--- src/rtl/rs_pkg.sv ---
package rs_pkg;
  typedef enum logic [1:0] {
    SLOT_IDLE = 2'd0,
    SLOT_PEND = 2'd1,
    SLOT_SENT = 2'd2
  } slot_state_e;
endpackage

--- src/rtl/rs_select.sv ---
module rs_select #(
  parameter int NRS = 4,
  localparam int IW = (NRS > 1) ? $clog2(NRS) : 1
) (
  input  logic           clk,
  input  logic           rst_n,
  input  logic [NRS-1:0] busy,
  input  logic [NRS-1:0] ready,
  output logic           free_any,
  output logic [IW-1:0]  free_idx,
  output logic           grant_any,
  output logic [IW-1:0]  grant_idx,
  output logic [NRS-1:0] grant
);
  always_comb begin
    free_any  = 1'b0;
    free_idx  = '0;
    grant_any = 1'b0;
    grant_idx = '0;
    for (int i = NRS - 1; i >= 0; i--) begin
      if (!busy[i]) begin
        free_any = 1'b1;
        free_idx = IW'(i);
      end
      if (ready[i]) begin
        grant_any = 1'b1;
        grant_idx = IW'(i);
      end
    end
    grant = grant_any ? (NRS'(1) << grant_idx) : '0;
  end

  // at most one station is offered, and it is the lowest ready one
  p_grant_onehot_r8: assert property (@(posedge clk) disable iff (!rst_n)
    $onehot0(grant));
  p_grant_lowest_r8: assert property (@(posedge clk) disable iff (!rst_n)
    grant_any |-> ((ready & (grant - NRS'(1))) == '0));
endmodule

--- src/rtl/rs_regstat.sv ---
module rs_regstat #(
  parameter int NREG = 8,
  parameter int DW   = 16,
  parameter int TAGW = 4,
  localparam int RW = $clog2(NREG)
) (
  input  logic            clk,
  input  logic            rst_n,
  input  logic            disp_fire,
  input  logic [RW-1:0]   src_a,
  input  logic [RW-1:0]   src_b,
  input  logic [RW-1:0]   dst,
  input  logic [TAGW-1:0] new_tag,
  input  logic            bc_valid,
  input  logic [TAGW-1:0] bc_tag,
  input  logic [DW-1:0]   bc_value,
  output logic [TAGW-1:0] a_tag,
  output logic [DW-1:0]   a_val,
  output logic [TAGW-1:0] b_tag,
  output logic [DW-1:0]   b_val,
  input  logic [RW-1:0]   rd_addr,
  output logic [TAGW-1:0] rd_tag,
  output logic [DW-1:0]   rd_value
);
  logic [TAGW-1:0] qi  [NREG];
  logic [DW-1:0]   val [NREG];

  for (genvar r = 0; r < NREG; r++) begin : g_reg
    logic newest_done;
    logic renamed;
    assign newest_done = bc_valid && (bc_tag != '0) && (qi[r] == bc_tag);
    assign renamed     = disp_fire && (dst == RW'(r));

    always_ff @(posedge clk) begin
      if (!rst_n) begin
        qi[r]  <= '0;
        val[r] <= '0;
      end else begin
        if (newest_done) val[r] <= bc_value;
        if (renamed)          qi[r] <= new_tag;
        else if (newest_done) qi[r] <= '0;
      end
    end

    // only the producer named by the tag may update the register
    p_newest_write_r5: assert property (@(posedge clk) disable iff (!rst_n)
      (bc_valid && bc_tag != '0 && qi[r] == bc_tag && !renamed)
        |=> (qi[r] == '0 && val[r] == $past(bc_value)));
    p_stale_ignored_r5: assert property (@(posedge clk) disable iff (!rst_n)
      (bc_valid && qi[r] != bc_tag && !renamed)
        |=> (val[r] == $past(val[r]) && qi[r] == $past(qi[r])));
  end

  assign a_tag    = qi[src_a];
  assign a_val    = val[src_a];
  assign b_tag    = qi[src_b];
  assign b_val    = val[src_b];
  assign rd_tag   = qi[rd_addr];
  assign rd_value = val[rd_addr];

  // a rename lands even when the same register completes
  p_rename_r4: assert property (@(posedge clk) disable iff (!rst_n)
    disp_fire |=> (qi[$past(dst)] == $past(new_tag)));
endmodule

--- src/rtl/rs_station.sv ---
module rs_station
  import rs_pkg::*;
#(
  parameter int OPW = 6,
  parameter int DW  = 16,
  parameter int TAGW = 4,
  parameter logic [TAGW-1:0] MY_TAG = 1
) (
  input  logic            clk,
  input  logic            rst_n,
  input  logic            load,
  input  logic [OPW-1:0]  load_op,
  input  logic [TAGW-1:0] load_qj,
  input  logic [DW-1:0]   load_vj,
  input  logic [TAGW-1:0] load_qk,
  input  logic [DW-1:0]   load_vk,
  input  logic            sent,
  input  logic            bc_valid,
  input  logic [TAGW-1:0] bc_tag,
  input  logic [DW-1:0]   bc_value,
  output logic            busy,
  output logic            ready,
  output logic [OPW-1:0]  op,
  output logic [DW-1:0]   vj,
  output logic [DW-1:0]   vk
);
  slot_state_e     state;
  logic [TAGW-1:0] qj, qk;
  logic            hit_j, hit_k, done;

  assign hit_j = bc_valid && (qj != '0) && (bc_tag == qj);
  assign hit_k = bc_valid && (qk != '0) && (bc_tag == qk);
  assign done  = bc_valid && (bc_tag == MY_TAG);

  always_ff @(posedge clk) begin
    if (!rst_n) begin
      state <= SLOT_IDLE;
      op    <= '0;
      qj    <= '0;
      qk    <= '0;
      vj    <= '0;
      vk    <= '0;
    end else if (load) begin
      state <= SLOT_PEND;
      op    <= load_op;
      qj    <= load_qj;
      vj    <= load_vj;
      qk    <= load_qk;
      vk    <= load_vk;
    end else begin
      if (state != SLOT_IDLE && done) state <= SLOT_IDLE;
      else if (sent)                  state <= SLOT_SENT;
      if (state == SLOT_PEND && hit_j) begin
        qj <= '0;
        vj <= bc_value;
      end
      if (state == SLOT_PEND && hit_k) begin
        qk <= '0;
        vk <= bc_value;
      end
    end
  end

  assign busy  = (state != SLOT_IDLE);
  assign ready = (state == SLOT_PEND) && (qj == '0) && (qk == '0);

  // a matching transfer is captured into the waiting operand
  p_capture_a_r3: assert property (@(posedge clk) disable iff (!rst_n)
    (state == SLOT_PEND && hit_j) |=> (qj == '0 && vj == $past(bc_value)));
  p_capture_b_r3: assert property (@(posedge clk) disable iff (!rst_n)
    (state == SLOT_PEND && hit_k) |=> (qk == '0 && vk == $past(bc_value)));
  // own tag on the bus frees the station
  p_release_r9: assert property (@(posedge clk) disable iff (!rst_n)
    (busy && done) |=> !busy);
  // once accepted, the station is no longer offered
  p_sent_once_r8: assert property (@(posedge clk) disable iff (!rst_n)
    (sent && !done) |=> !ready);
endmodule

--- src/rtl/tag_rs_sched.sv ---
module tag_rs_sched #(
  parameter int NRS  = 4,
  parameter int NREG = 8,
  parameter int OPW  = 6,
  parameter int DW   = 16,
  parameter int TAGW = 4,
  localparam int RW = $clog2(NREG),
  localparam int IW = (NRS > 1) ? $clog2(NRS) : 1
) (
  input  logic            clk,
  input  logic            rst_n,
  input  logic            disp_valid,
  output logic            disp_ready,
  input  logic [OPW-1:0]  disp_op,
  input  logic [RW-1:0]   disp_src_a,
  input  logic [RW-1:0]   disp_src_b,
  input  logic [RW-1:0]   disp_dst,
  input  logic            bc_valid,
  input  logic [TAGW-1:0] bc_tag,
  input  logic [DW-1:0]   bc_value,
  output logic            iss_valid,
  input  logic            iss_ready,
  output logic [OPW-1:0]  iss_op,
  output logic [DW-1:0]   iss_a,
  output logic [DW-1:0]   iss_b,
  output logic [TAGW-1:0] iss_tag,
  input  logic [RW-1:0]   rd_addr,
  output logic [TAGW-1:0] rd_tag,
  output logic [DW-1:0]   rd_value
);
  logic [NRS-1:0] busy, ready, grant;
  logic           free_any, grant_any, disp_fire, iss_fire;
  logic [IW-1:0]  free_idx, grant_idx;
  logic [TAGW-1:0] new_tag;
  logic [TAGW-1:0] a_tag, b_tag, fq_a, fq_b;
  logic [DW-1:0]   a_val, b_val, fv_a, fv_b;
  logic [OPW-1:0]  st_op [NRS];
  logic [DW-1:0]   st_vj [NRS];
  logic [DW-1:0]   st_vk [NRS];

  assign disp_ready = free_any;
  assign disp_fire  = disp_valid && free_any;
  assign iss_valid  = grant_any;
  assign iss_fire   = grant_any && iss_ready;
  assign new_tag    = TAGW'(free_idx) + TAGW'(1);

  rs_select #(.NRS(NRS)) u_select (
    .clk(clk), .rst_n(rst_n), .busy(busy), .ready(ready),
    .free_any(free_any), .free_idx(free_idx),
    .grant_any(grant_any), .grant_idx(grant_idx), .grant(grant)
  );

  rs_regstat #(.NREG(NREG), .DW(DW), .TAGW(TAGW)) u_regstat (
    .clk(clk), .rst_n(rst_n), .disp_fire(disp_fire),
    .src_a(disp_src_a), .src_b(disp_src_b), .dst(disp_dst), .new_tag(new_tag),
    .bc_valid(bc_valid), .bc_tag(bc_tag), .bc_value(bc_value),
    .a_tag(a_tag), .a_val(a_val), .b_tag(b_tag), .b_val(b_val),
    .rd_addr(rd_addr), .rd_tag(rd_tag), .rd_value(rd_value)
  );

  // Operand resolution with same-cycle forwarding from the result bus
  always_comb begin
    fq_a = a_tag;
    fv_a = a_val;
    if (a_tag != '0) begin
      fv_a = '0;
      if (bc_valid && bc_tag == a_tag) begin
        fq_a = '0;
        fv_a = bc_value;
      end
    end
    fq_b = b_tag;
    fv_b = b_val;
    if (b_tag != '0) begin
      fv_b = '0;
      if (bc_valid && bc_tag == b_tag) begin
        fq_b = '0;
        fv_b = bc_value;
      end
    end
  end

  for (genvar i = 0; i < NRS; i++) begin : g_st
    rs_station #(.OPW(OPW), .DW(DW), .TAGW(TAGW), .MY_TAG(TAGW'(i + 1))) u_st (
      .clk(clk), .rst_n(rst_n),
      .load(disp_fire && free_idx == IW'(i)),
      .load_op(disp_op), .load_qj(fq_a), .load_vj(fv_a),
      .load_qk(fq_b), .load_vk(fv_b),
      .sent(iss_fire && grant[i]),
      .bc_valid(bc_valid), .bc_tag(bc_tag), .bc_value(bc_value),
      .busy(busy[i]), .ready(ready[i]),
      .op(st_op[i]), .vj(st_vj[i]), .vk(st_vk[i])
    );
  end

  assign iss_op  = st_op[grant_idx];
  assign iss_a   = st_vj[grant_idx];
  assign iss_b   = st_vk[grant_idx];
  assign iss_tag = TAGW'(grant_idx) + TAGW'(1);

  // a full pool refuses dispatch
  p_full_stall_r7: assert property (@(posedge clk) disable iff (!rst_n)
    (&busy) |-> !disp_ready);
  // an accepted dispatch occupies a station next cycle
  p_disp_occupies_r2: assert property (@(posedge clk) disable iff (!rst_n)
    disp_fire |=> busy[$past(free_idx)]);
  // nothing is offered from an empty pool
  p_empty_quiet_r1: assert property (@(posedge clk) disable iff (!rst_n)
    (busy == '0) |-> !iss_valid);
endmodule

--- config.mk ---
export PLATFORM = sky130hd
export DESIGN_NAME = tag_rs_sched
export DESIGN_NICKNAME = d
export VERILOG_FILES = /design/src/rtl/rs_pkg.sv /design/src/rtl/rs_select.sv /design/src/rtl/rs_regstat.sv /design/src/rtl/rs_station.sv /design/src/rtl/tag_rs_sched.sv
export SDC_FILE = /design/constraint.sdc
export NUM_CORES = 1
export LEC_CHECK = 0
export BUFFER_PORTS_ARGS = -buffer_cell sky130_fd_sc_hd__buf_2
export CAP_MARGIN = 20
export CORE_MARGIN = 8
export CORE_UTILIZATION = 29
export CTS_BUF_LIST = sky130_fd_sc_hd__clkbuf_4
export CTS_CLUSTER_SIZE = 20
export DETAILED_ROUTE_END_ITERATION = 10
export PLACE_DENSITY_LB_ADDON = 0.25
export SYNTH_ARGS = -nofsm -noshare
export SYNTH_HDL_FRONTEND = slang
export SYNTH_SLANG_ARGS = --single-unit
export TNS_END_PERCENT = 1
--- constraint.sdc ---
create_clock -name clk -period 7.9 [get_ports clk]
set_clock_uncertainty 0.05 [all_clocks]
set_input_delay 2.37 -clock clk [delete_from_list [all_inputs] [get_ports clk]]
set_output_delay 2.37 -clock clk [all_outputs]
set_load 0.1 [all_outputs]
# After elaboration in Yosys (flattened, before gate mapping)
# Memories as Yosys holds them, arrays and structs flattened.
# Index checks and enable logic that the tools add are counted.
# totals
ram_bits,152
regBits,192
n_memories,2
# classes
magnitude_cmp,1
muxes,175
reduce_logical,110
n_eq_ne,36
shifts,1
bitwise_logic,26
addsub,2
# mem_list
name,depth,width,rd,rd_ports_with_merged_regs,wr,line,rtl
u_regstat.val,8,16,3,0,8,rs_regstat.sv:26,logic [DW-1:0] val [NREG];
u_regstat.qi,8,3,11,0,8,rs_regstat.sv:25,logic [TAGW-1:0] qi [NREG];
# ops
op,n
$mux W16,32
$mux W1,93
$mux W4,21
$eq A4 B4 Y1,18
$logic_and A1 B1 Y1,69
$bmux W16 S2,2
$mux W3,16
$reduce_bool A4 Y1,11
$logic_not A4 Y1,8
$or A1 B1 Y1,24
$reduce_bool A2 Y1,12
$mux W2,8
$bmux W6 S2,1
$eq A3 B3 Y1 const B,4
$mux W6,2
$reduce_bool A3 Y1,4
$reduce_or A3 Y1,4
$eq A2 B1 Y1 const B,5
$eq A4 B2 Y1 const B,2
$add A2 B1 Y3 const B,2
$eq A3 B2 Y1 const B,2
$eq A2 B2 Y1 const B,2
$eq A4 B1 Y1 const B,1
$eq A4 B3 Y1 const B,1
other kinds (7),7

# Longest topological paths before layout
# Gate-level depths: netlist of the first run.
# logic_depth
ltp_word,13
mapped_depth,12
ltp_nobuf,9

# Cells and area by module
# From an unflattened synthesis of the first run, not the netlist that was laid out.
# unflattened
cells_unflattened,1838
hier_area_um2,21560.7
# modules_own_cells
module,cells_per_inst,n_inst,area_each_um2
rs_regstat,654,1,10182.3
rs_station (g_st[1].u_st ...),243,2,2411.1
rs_station (g_st[2].u_st),244,1,2408.6
rs_station (g_st[0].u_st),241,1,2387.3
tag_rs_sched,197,1,1681.6
rs_select,16,1,78.8

# Worst setup path before layout of the first run
# Ideal clock, no wire load.
# synth_timing
path_kind,input to output
start,input port rd_addr[0]
end,output port rd_tag[0]
stages,4
setup_slack_ps,1025
required_ps,5480
path_buffers,2
arrival_ps,4455
path_cell_list,clkbuf_1 -> buf_1 -> mux4_2 -> mux2_2
# synth_between
elab_chain_cells,1
# synth_rtl
item,line,rtl
start: declaration,tag_rs_sched.sv:27,"input logic [RW-1:0] rd_addr,"
$mem_v2 Z8 W3,--,
end: declaration,tag_rs_sched.sv:28,"output logic [TAGW-1:0] rd_tag,"
# Every way passes these cells.

# Worst setup path in the final report of the first run
# layout_timing
start,input port rd_addr[1]
end,output port rd_value[4]
# layout_between
elab_chain_cells,1
# layout_rtl
item,line,rtl
$mem_v2 Z8 W16,--,
end: declaration,tag_rs_sched.sv:29,output logic [DW-1:0] rd_value
# Every way passes these cells.

==> results of run 1 <==
[flip-flops by register name (all words and copies together) (netlist names)]
| signal | count |
|---|---|
| g_st.u_st.qk | 12 |
| g_st.u_st.vj | 64 |
| g_st.u_st.vk | 64 |
| g_st.u_st.op | 24 |
| g_st.u_st.qj | 12 |
| u_regstat.val | 128 |
| u_regstat.qi | 24 |
| g_st.u_st.state | 8 |
[metrics by stage]
stage            util  worst slack (ns)
3_3_place_gp   0.3092             1.311
5_1_grt        0.3265             1.069
3_5_place_dp   0.3094             1.263
6_report       0.3265             1.257
4_1_cts        0.3260             1.180
2_1_floorplan       -             1.025
[logic make-up after synthesis]
kind of cell / after synthesis / synth area share
simple gates: 579 / 0.1405
mux: 401 / 0.2730
buf+inv: 185 / 0.04122
xor+xnor: 44 / 0.01906
compound gates: 302 / 0.1155
flops: 336 / 0.4080
fa+ha+maj: 4 / 0.002476
other cells: 1 / 0.0001855
[how the worst max path moves through the flow]
stage                     depth (start not counted)     endpoint                               start
after floorplan                                   4    rd_tag[0]                          rd_addr[0]
after global placement                            4  rd_value[4]                          rd_addr[1]
after detailed placement                          4  rd_value[7]                          rd_addr[1]
after CTS                                         8     iss_a[9]  g_st[1].u_st.state[0]$_SDFFE_PN0P_
after global routing                              8     iss_a[9]  g_st[1].u_st.state[0]$_SDFFE_PN0P_
final                                             4  rd_value[4]                          rd_addr[1]
[power by group through the flow]
stage / combinational, µW / sequential, µW / clock [µW]
after floorplan: 815 / 1980 / 0
after global placement: 1060 / 2010 / 0
after detailed placement: 1070 / 2010 / 0
after CTS: 1070 / 1970 / 1660
after global routing: 1130 / 1980 / 1750
final: 1060 / 1970 / 1600
[area by class of cell]
cell class                      count  area, µm²
Fill cell                        7020      46830
Multi-Input combinational cell   1332      11220
Sequential cell                   336       8248
Tap cell                          940       1176
Clock buffer                      135       1013
Timing Repair Buffer              145      868.3
Clock inverter                     21      141.4
Inverter                           10      37.54
Antenna cell                        3      7.507
[metal layers]
layer	share of wire	up-vias	routed length (µm)	track usage
met5	0	-	0	0
met4	0.032	0	2136	0.06916
met3	0.051	136	3372	0.03109
met2	0.50	531	33020	0.2868
met1	0.42	7731	28110	0.2056
li1	-	7084	-	-
[placed cells by master, fill, tap and decap left out, types with 15 or more instances in the layout]
master and count:
nand4_1 28, mux4_2 112, a22oi_2 15, and2_1 149
o22ai_1 34, mux2i_1 230, buf_4 38, mux2_2 55
nor2_1 185, a21oi_1 61, buf_2 104, a22oi_1 49
clkbuf_4 135, o21ai_0 20, edfxtp_1 152, dfxtp_1 184
xnor2_1 44, nand3_1 22, a21o_1 16, o221ai_1 16
nand2_1 125, o31ai_1 15, a31o_2 16
[worst max-delay path: cells and delay by family]
family                 cells  cell delay [ns]
buffers and inverters      2             1.06
muxes                      2             0.75
==> summary.txt, run 1 <==
CTS
  – Num CTS Buffers: 91
  – Clock tree buffer depth: 3
  – Clock-pin slew on the worst setup and hold paths: 0.06 ns
  – Worst skew pair latency: 0.84 ns
  – CTS tree: built
  – Hold_buf cts: 0
  – CTS resizes: 0
  – Post-CTS Setup Inserts: 0
  – Htree depth: 3
  – CTS root buf: clkbuf_4
  – CTS sink count: 336

Setup path
  – Most Frequent Cell on Critical Path: buf_2
  – Kind of start point of the critical path: primary input
  – Critical path type: primary input to primary output
  – CP Max Fanout: 38
  – RR Endpoint: g_st[3].u_st.vk[12]$_SDFFE_PN0P_
  – Critical Path RT: ~5.5 ns
  – Reg2reg path depth: 6
  – Worst setup EP type: primary output
  – Worst path max stage delay: about 0.75 ns
  – FF-to-FF Start: u_regstat.qi[6][0]$_SDFFCE_PP0P_
  – Critical path arrival: 4.22 ns
  – R2R Setup Slk: 4.44 ns
  – Critical path, cell by cell: buf_2, mux4_2, mux2_2, buf_2
  – Slowest cell on the critical path: buf_2

Detailed routing
  – Routed vias: ~15000
  – DRT Pass-1 Iters: 5
  – Iter 0 DRT Violations: 1104
  – Routed Antenna Nets: 0
  – Wirelength, routed: 66640 µm
  – DR WL/cell: 22.81 µm
  – Remaining DRCs: 0
  – Vias per std cell: 5.298

Global routing
  – Largest net degree at the start of global routing: 50
  – Antenna violations before repair: 3
  – First-pass GRT wire length: 100500 µm
  – Vias in the first global route: 15980
  – Gr ovfl total: 0
  – GRT Util Overall: 0.1674

Min path
  – Hold_sp: g_st[3].u_st.op[5]$_SDFFE_PN0P_
  – Hold depth: 2
  – Worst Hold Class: register to register
  – Hold EP: g_st[3].u_st.op[5]$_SDFFE_PN0P_

STA
  – Setup TNS: 0 ns
  – Fin crit period: 6.643 ns
  – F_max: 150.5 MHz
  – Slew HR: 0.2642
  – RSZ-0062 raised after global routing: false
  – Final-report hold violation count: 0
  – Slew at the pin closest to its max-slew limit: roughly 1.1 ns
  – Fin crit share: 0.8408
  – Max-slew violation count: 0
  – Finish-stage setup viols: 0
  – Min Hold Slack: 0.4034 ns

Placement
  – Port buffer count: 104
  – Post-DP Area: 21520 µm²
  – GP Congestion: 0.8132
  – HPWL after DPL: 44660 µm
  – Placed Instances: between 2000 and 3000

Synthesis
  – Post-synth EDFFs: 152
  – Sequential cell area fraction in the yosys report: 0.4080
  – Synthesized area: 20210 µm²
  – Gate Count Post-Synth: between 1500 and 2000
  – Count leader, synth: mux2i_1
  – Commonest cells in the netlist: mux2i_1 (230), nor2_1 (192), dfxtp_1 (184), edfxtp_1 (152), and2_1 (150)
  – Ys async rst share: 0
  – Register bit total from synthesis: 336
  – Area contributors post-synth: edfxtp_1 (23%), dfxtp_1 (18%), mux4_2 (12%)
  – Synth top area share: 0.2258
  – Synth Flop Type: dfxtp_1
  – Synth area leader: edfxtp_1
  – Avg Inst Size Synth: 10.91 µm²
  – Synthesis Warnings: 0
  – Distinct cells, synth: 67

Floorplan
  – Initial Util: 0.2907
  – DIE HEIGHT: 280.0 µm
  – I/O pin count: 107
  – Num rows: 97
  – DIE AREA: a little under 80000 µm²
  – Core area: 69540 µm²
  – Die width: 280.0 µm

Power
  – Power, Total: about 4600 µW
  – NetSw: roughly 1600 µW
  – Total power per unit cell area: 204.2 nW/µm²
  – Peak VDD IR: approximately 0.00011 V
  – Clock power share: 0.345
  – Switch share: 0.3418
  – Cell Int Power: 3053 µW
  – Combinational share of power: 0.229
  – Seq pwr share: 0.425
  – Pleak: between 0.009 and 0.01 µW

Cells and area
  – Final design area excluding fillers: 22710 µm²
  – Layout area overhead: 12.34%
  – Nets: 1963
  – Final Non-Filler Cells: 2922
  – Layout cell share with drive strength beyond 1: 0.2688

Flow run
  – MaxCap Viol Count: 0

Outcome
  – Status: complete, no violations
Power figures use the tool's default switching activity.
==> inputs of run 2 (changes only) <==
==> constraint.sdc (replaced) <==
create_clock -name clk -period 5.36 [get_ports clk]
set_clock_uncertainty 0.05 [all_clocks]
set_input_delay 1.608 -clock clk [delete_from_list [all_inputs] [get_ports clk]]
set_output_delay 1.608 -clock clk [all_outputs]
set_load 0.1 [all_outputs]
==> run 2 against run 1 <==
Compared with the run above:
- routed wire length up 2.3%
- cell area up 0.80%
- cell count up 0.48%
==> summary.txt, run 2 (synthesis gave the netlist of run 1 again) <==
Setup path
  – Worst setup EP type: primary output
  – Critical Path RT: 3.70 ns (-1.78 ns)
  – Crit path buf inv count: 1 (-1)
  – RR Endpoint: g_st[3].u_st.vk[3]$_SDFFE_PN0P_
  – Most Frequent Cell on Critical Path: mux2i_1
  – Kind of start point of the critical path: register
  – Family with the most delay on the worst path: simple AND/OR/NAND/NOR gates
  – Worst path max stage delay: 0.52 ns (-0.23 ns)
  – Critical path type: register to primary output
  – FF-to-FF Start: g_st[3].u_st.state[0]$_SDFFE_PN0P_
  – CP Max Fanout: 20 (-47%)
  – Reg2reg path depth: 5 (-1)
  – Slowest cell on the critical path: buf_2
  – Critical path, cell by cell: nor2b_1, nand3_1, and2_1, nand2b_4, mux2i_1, mux2i_1, buf_2
  – Critical path arrival: 3.55 ns (-0.67 ns)
  – R2R Setup Slk: 1.99 ns (-2.45 ns)

STA
  – Slew at the pin closest to its max-slew limit: 1.068 ns (-0.03465 ns)
  – Fin crit period: 5.205 ns
  – Final-report hold violation count: 0 (unchanged)
  – Max-slew violation count: 0 (unchanged)
  – Fin crit share: 0.9711
  – Setup TNS: 0 ns (unchanged)
  – F_max: around 190 MHz
  – Slew HR: 0.2881 (+0.02389)
  – PnR worst setup slack: 0.1549 ns (-1.102 ns)
  – RSZ-0062 raised after global routing: true
  – Finish-stage setup viols: 0 (unchanged)

Cells and area
  – Largest Register: u_regstat.val
  – Layout cell share with drive strength beyond 1: 0.2725 (+0.003631)
  – Area of the multi-input gates: 11210 µm² (about the same)
  – Most common cell after layout, fill and taps aside: mux2i_1
  – Filler Cells Inserted: 7025 (+0.071%)
  – Top flop regs: u_regstat.val x128, g_st.u_st.vj x64, g_st.u_st.vk x64
  – Final design area excluding fillers: 22890 µm² (+0.80%)
  – Layout area overhead: 13.23%
  – Most frequent cells in the layout: mux2i_1 (230), nor2_1 (190), dfxtp_1 (184)
  – Seq. cell area: 8248 µm² (unchanged)
  – Max reg flops: 128 (unchanged)
  – Final Core Density: 0.3291 (+0.002609)
  – Nets: 1989 (+1.3%)

Detailed routing
  – Routed vias: 15690 (+1.3%)
  – Wirelength, routed: 68170 µm (+2.3%)
  – Remaining DRCs: 0 (unchanged)
  – Routed Antenna Nets: 0 (unchanged)
  – DR WL/cell: 23.22 µm (+1.8%)
  – Vias per std cell: 5.344 (+0.86%)
  – Iter 0 DRT Violations: 1202 (+8.9%)
  – DRT Pass-1 Iters: 6 (+1)

Floorplan
  – Die width: 280.0 µm (unchanged)
  – Core area: 69540 µm² (unchanged)
  – Num rows: 97 (unchanged)
  – DIE AREA: 78410 µm² (unchanged)
  – DIE HEIGHT: 280.0 µm (unchanged)
  – Initial Util: 0.2907 (unchanged)
  – I/O pin count: 107 (unchanged)

CTS
  – Worst skew pair latency: 0.83 ns (about the same)
  – Num CTS Buffers: 91 (unchanged)
  – CTS tree: built
  – Clock tree buffer depth: 3 (unchanged)
  – Clock-pin slew on the worst setup and hold paths: 0.07 ns (about the same)
  – CTS root buf: clkbuf_4
  – CTS sink count: 336 (unchanged)
  – Htree depth: 3 (unchanged)

Placement
  – Post-Place Setup Slack: 0.2626 ns (-1.000 ns)
  – Port buffer count: 104 (unchanged)
  – Post-DP Area: 21760 µm² (+1.1%)
  – GP Congestion: 0.8360 (+2.8%)
  – HPWL after DPL: 46190 µm (+3.4%)

Power
  – Peak VDD IR: 0.0001135 V (+3.4%)
  – Pleak: 0.009395 µW (+0.92%)
  – Total power per unit cell area: 294.0 nW/µm² (+44%)

Global routing
  – GRT Util Overall: 0.1706 (+0.003257)
  – Gr ovfl total: 0 (unchanged)
  – Vias in the first global route: 16042 (+0.39%)
  – Antenna violations before repair: 2 (-1)
  – First-pass GRT wire length: 102600 µm (+2.0%)
  – Largest net degree at the start of global routing: 46 (-8.0%)

Min path
  – Hold EP: g_st[0].u_st.op[3]$_SDFFE_PN0P_
  – Hold_sp: g_st[0].u_st.op[3]$_SDFFE_PN0P_
  – Hold depth: 2 (unchanged)
  – Worst Hold Class: register to register

Flow run
  – MaxCap Viol Count: 0 (unchanged)

Outcome
  – Status: complete, no violations
## run 2: cell count changes in the layout (fill, tap and decap cells not counted), moves of 2 or more
cell      previous run  this run
buf_4               38        73
nor2_2               7         2
clkinv_2             4         2
buf_6                0         3
nor2_1             185       190
buf_12               1         6
nor2b_1              6         4
inv_2                0         2
nor2b_2              0         2
buf_2              104        80
## run 2: timing repair
item / in CTS / in global routing
buffers inserted: 0 / 0
setup endpoints to repair: 28 / 24
gates resized for setup: 16 / 13
cloned: 0 / 0
hold buffers: 0 / 0
## run 2: area by class of cell
type | instances | share of cell area
Timing Repair Buffer | 171 | 0.05111
Clock inverter | 19 | 0.004592
Clock buffer | 125 | 0.04100
Multi-Input combinational cell | 1332 | 0.4896
Tap cell | 940 | 0.05138
Inverter | 10 | 0.001640
Antenna cell | 3 | 0.0003280
Sequential cell | 336 | 0.3603
## run 2: power breakdown
part / internal (µW) / total [µW] / switching [µW]
Sequential: 2810 / 2910 / 102
Clock: 1110 / 2210 / 1110
Combinational: 478 / 1600 / 1130
## run 2: worst min-delay path, cell delays in order, from the launching register on
cell and delay (ns):
dfxtp_1 0.31, nand2_1 0.05, a21oi_1 0.05
## run 2: worst max-delay path by stage
stage / to / depth (start not counted) / slack [ns] / start
after global routing: iss_b[2] / 7 / -0.005 / g_st[1].u_st.qk[1]$_SDFFE_PN0P_
after floorplan: rd_tag[0] / 4 / 0.009 / rd_addr[0]
after global placement: rd_value[9] / 5 / 0.31 / rd_addr[0]
after detailed placement: rd_tag[2] / 5 / 0.26 / rd_addr[0]
after CTS: iss_a[8] / 8 / 0.001 / g_st[2].u_st.state[0]$_SDFFE_PN0P_
final: iss_b[3] / 7 / 0.15 / g_st[0].u_st.state[0]$_SDFFE_PN0P_
## run 2: layer usage
layer | GRT usage | up-vias | wire length [µm]
li1 | - | 7115 | -
met1 | 0.2120 | 7836 | 28870
met2 | 0.2934 | 611 | 33470
met3 | 0.02860 | 128 | 3798
met4 | 0.06743 | 0 | 2034
met5 | 0 | - | 0
## run 2: stage by stage
stage	power, µW	std cells	hold WS (ns)
6_report	6730	2936	0.4024
4_1_cts	6797	2933	0.4051
5_1_grt	7035	2934	0.4246
2_1_floorplan	4127	1853	0.3857
3_5_place_dp	4557	2789	0.3963
3_3_place_gp	4537	2789	0.3915
==> inputs of run 3 (changes only) <==
--- a/config.mk
+++ b/config.mk
@@ -13,6 +13,7 @@
 export CTS_CLUSTER_SIZE = 20
 export DETAILED_ROUTE_END_ITERATION = 10
 export PLACE_DENSITY_LB_ADDON = 0.25
+export SLEW_MARGIN = 5
 export SYNTH_ARGS = -nofsm -noshare
 export SYNTH_HDL_FRONTEND = slang
 export SYNTH_SLANG_ARGS = --single-unit
==> constraint.sdc (replaced) <==
create_clock -name clk -period 5.36 [get_ports clk]
set_clock_uncertainty 0.05 [all_clocks]
set_input_delay 0 -clock clk [delete_from_list [all_inputs] [get_ports clk]]
set_output_delay 0 -clock clk [all_outputs]
set_load 0.1 [all_outputs]
==> run 3 against run 2 <==
Compared with the run above:
- via count up 0.55%
- sequential share of layout area fell by 0.53 points
- combinational power is essentially flat
- critical path depth rose by 1
- power rose by 2.4%
- clock power rose by 8%
- clock-buffer cell count grew 14
- cell count rose by 1.5%
- worst setup slack better by 1.1 ns
- critical path type unchanged
- largest cell class unchanged
==> summary.txt, run 3 (synthesis gave the netlist of run 1 again) <==
Flow run
  – MaxCap Viol Count: 0 (unchanged)

Placement
  – Placed Instances: 2763 (-0.93%)
  – HPWL after DPL: 45590 µm (-1.3%)
  – Port buffer count: 104 (unchanged)
  – GP Congestion: 0.8475 (+1.4%)
  – Post-DP Area: 21500 µm² (-1.2%)

STA
  – Fin crit share: 0.7662 (-0.2049)
  – Min Hold Slack: 0.1454 ns (-0.2570 ns)
  – Slew at the pin closest to its max-slew limit: 1.111 ns (+0.04337 ns)
  – Finish-stage setup viols: 0 (unchanged)
  – F_max: 243.5 MHz (+27%)
  – Final-report hold violation count: 0 (unchanged)
  – Fin crit period: 4.107 ns (-1.098 ns)
  – Slew HR: 0.2570 (-0.03112)
  – RSZ-0062 raised after global routing: false
  – Max-slew violation count: 0 (unchanged)
  – Setup TNS: 0 ns (unchanged)

Power
  – Total power per unit cell area: 296.7 nW/µm² (+0.91%)
  – Pleak: 0.009532 µW (+1.5%)
  – Peak VDD IR: 0.0001346 V (+19%)

Min path
  – Worst Hold Class: primary input to register

CTS
  – Post-CTS Setup Inserts: 0 (unchanged)
  – Htree depth: 3 (unchanged)
  – Clock tree buffer depth: 3 (unchanged)
  – Clock-pin slew on the worst setup and hold paths: 0.06 ns (about the same)
  – Num CTS Buffers: 91 (unchanged)
  – CTS sink count: 336 (unchanged)
  – Hold_buf cts: 52 (+52)
  – CTS tree: built
  – CTS resizes: 0 (-16)
  – CTS root buf: clkbuf_4
  – Worst skew pair latency: 0.81 ns (-0.02 ns)

Floorplan
  – I/O pin count: 107 (unchanged)
  – Core area: 69540 µm² (unchanged)
  – DIE AREA: 78410 µm² (unchanged)
  – Die width: 280.0 µm (unchanged)
  – Num rows: 97 (unchanged)
  – DIE HEIGHT: 280.0 µm (unchanged)
  – Initial Util: 0.2907 (unchanged)

Cells and area
  – Largest Register: u_regstat.val
  – Final Non-Filler Cells: 2980 (+1.5%)
  – Nets: 2016 (+1.4%)
  – Final Core Density: 0.3340 (+0.004876)
  – Layout cell share with drive strength beyond 1: 0.2635 (-0.008960)
  – Layout area overhead: 14.91%
  – Max reg flops: 128 (unchanged)
  – Final design area excluding fillers: 23230 µm² (+1.5%)
  – Top flop regs: u_regstat.val x128, g_st.u_st.vj x64, g_st.u_st.vk x64
  – Most common cell after layout, fill and taps aside: mux2i_1
  – Most frequent cells in the layout: mux2i_1 (230), nor2_1 (185), dfxtp_1 (184)

Detailed routing
  – DRT Pass-1 Iters: 5 (-1)
  – Remaining DRCs: 0 (unchanged)
  – Routed vias: 15777 (+0.55%)
  – Wirelength, routed: 68460 µm (+0.43%)
  – Routed Antenna Nets: 0 (unchanged)
  – DR WL/cell: 22.97 µm (-1.1%)
  – Vias per std cell: 5.294 (-0.93%)
  – Iter 0 DRT Violations: 1076 (-10%)

Setup path
  – Worst setup EP type: primary output
  – Kind of start point of the critical path: register
  – Critical Path RT: 5.31 ns (+1.61 ns)
  – Critical path arrival: 4.06 ns (+0.51 ns)
  – Critical path type: register to primary output
  – CP Max Fanout: 46 (+130%)

Global routing
  – GRT Util Overall: 0.1711 (+0.0004855)
  – Vias in the first global route: 16320 (+1.7%)
  – Gr ovfl total: 0 (unchanged)
  – Antenna violations before repair: 1 (-1)
  – Largest net degree at the start of global routing: 47 (+2.2%)
  – First-pass GRT wire length: 102800 µm (+0.24%)

Outcome
  – Status: complete, no violations
[run 3: worst paths after layout]
check,start,to,slack (ns),cells after the start
setup / recovery,g_st[1].u_st.state[0]$_SDFFE_PN0P_,iss_a[9],1.25,8
hold reg to reg,g_st[3].u_st.op[5]$_SDFFE_PN0P_,g_st[3].u_st.op[5]$_SDFFE_PN0P_,0.41,2
hold / removal,bc_tag[1],g_st[2].u_st.qj[1]$_SDFFE_PN0P_,0.15,3
setup reg to reg,u_regstat.qi[7][1]$_SDFFCE_PP0P_,g_st[2].u_st.vk[0]$_SDFFE_PN0P_,1.87,6
[run 3: worst max-delay path, stage by stage, from the launching register on]
cell and delay (ns):
dfxtp_1 0.34, nor2b_1 0.37, nand3_1 0.24, and2_1 0.26, nand2b_4 0.69, buf_4 0.45
mux2i_1 0.12, mux2i_1 0.22, buf_2 0.47
[run 3: where the power goes]
part	switching (µW)	leakage, µW	internal [µW]
Combinational	1140	0.00576	473
Clock	1150	0.000698	1230
Sequential	92.6	0.00307	2810
[run 3: stage by stage]
| step | setup slack [ns] | power [µW] |
|---|---|---|
| after CTS | 1.097 | 6967 |
| after detailed placement | 1.854 | 4547 |
| final | 1.253 | 6892 |
| after floorplan | 2.022 | 4127 |
| after global routing | 1.003 | 7192 |
| after global placement | 1.965 | 4520 |
[run 3: cell type report]
class | instances | area (µm²)
multi-input cells | 1332 | 11210
clock buffers | 139 | 1044
inverters | 10 | 37.54
repair buffers | 198 | 1376
diodes | 2 | 5.005
flip-flops and latches | 336 | 8248
fillers | 7041 | 46310
well taps | 940 | 1176
clock inverters | 23 | 127.6
[run 3: routing by layer]
metal,global-route usage,up-vias,part of all wire
met2,0.2911,506,0.49
met3,0.02719,122,0.051
li1,-,7195,-
met5,0,-,0
met1,0.2129,7954,0.42
met4,0.07554,0,0.033
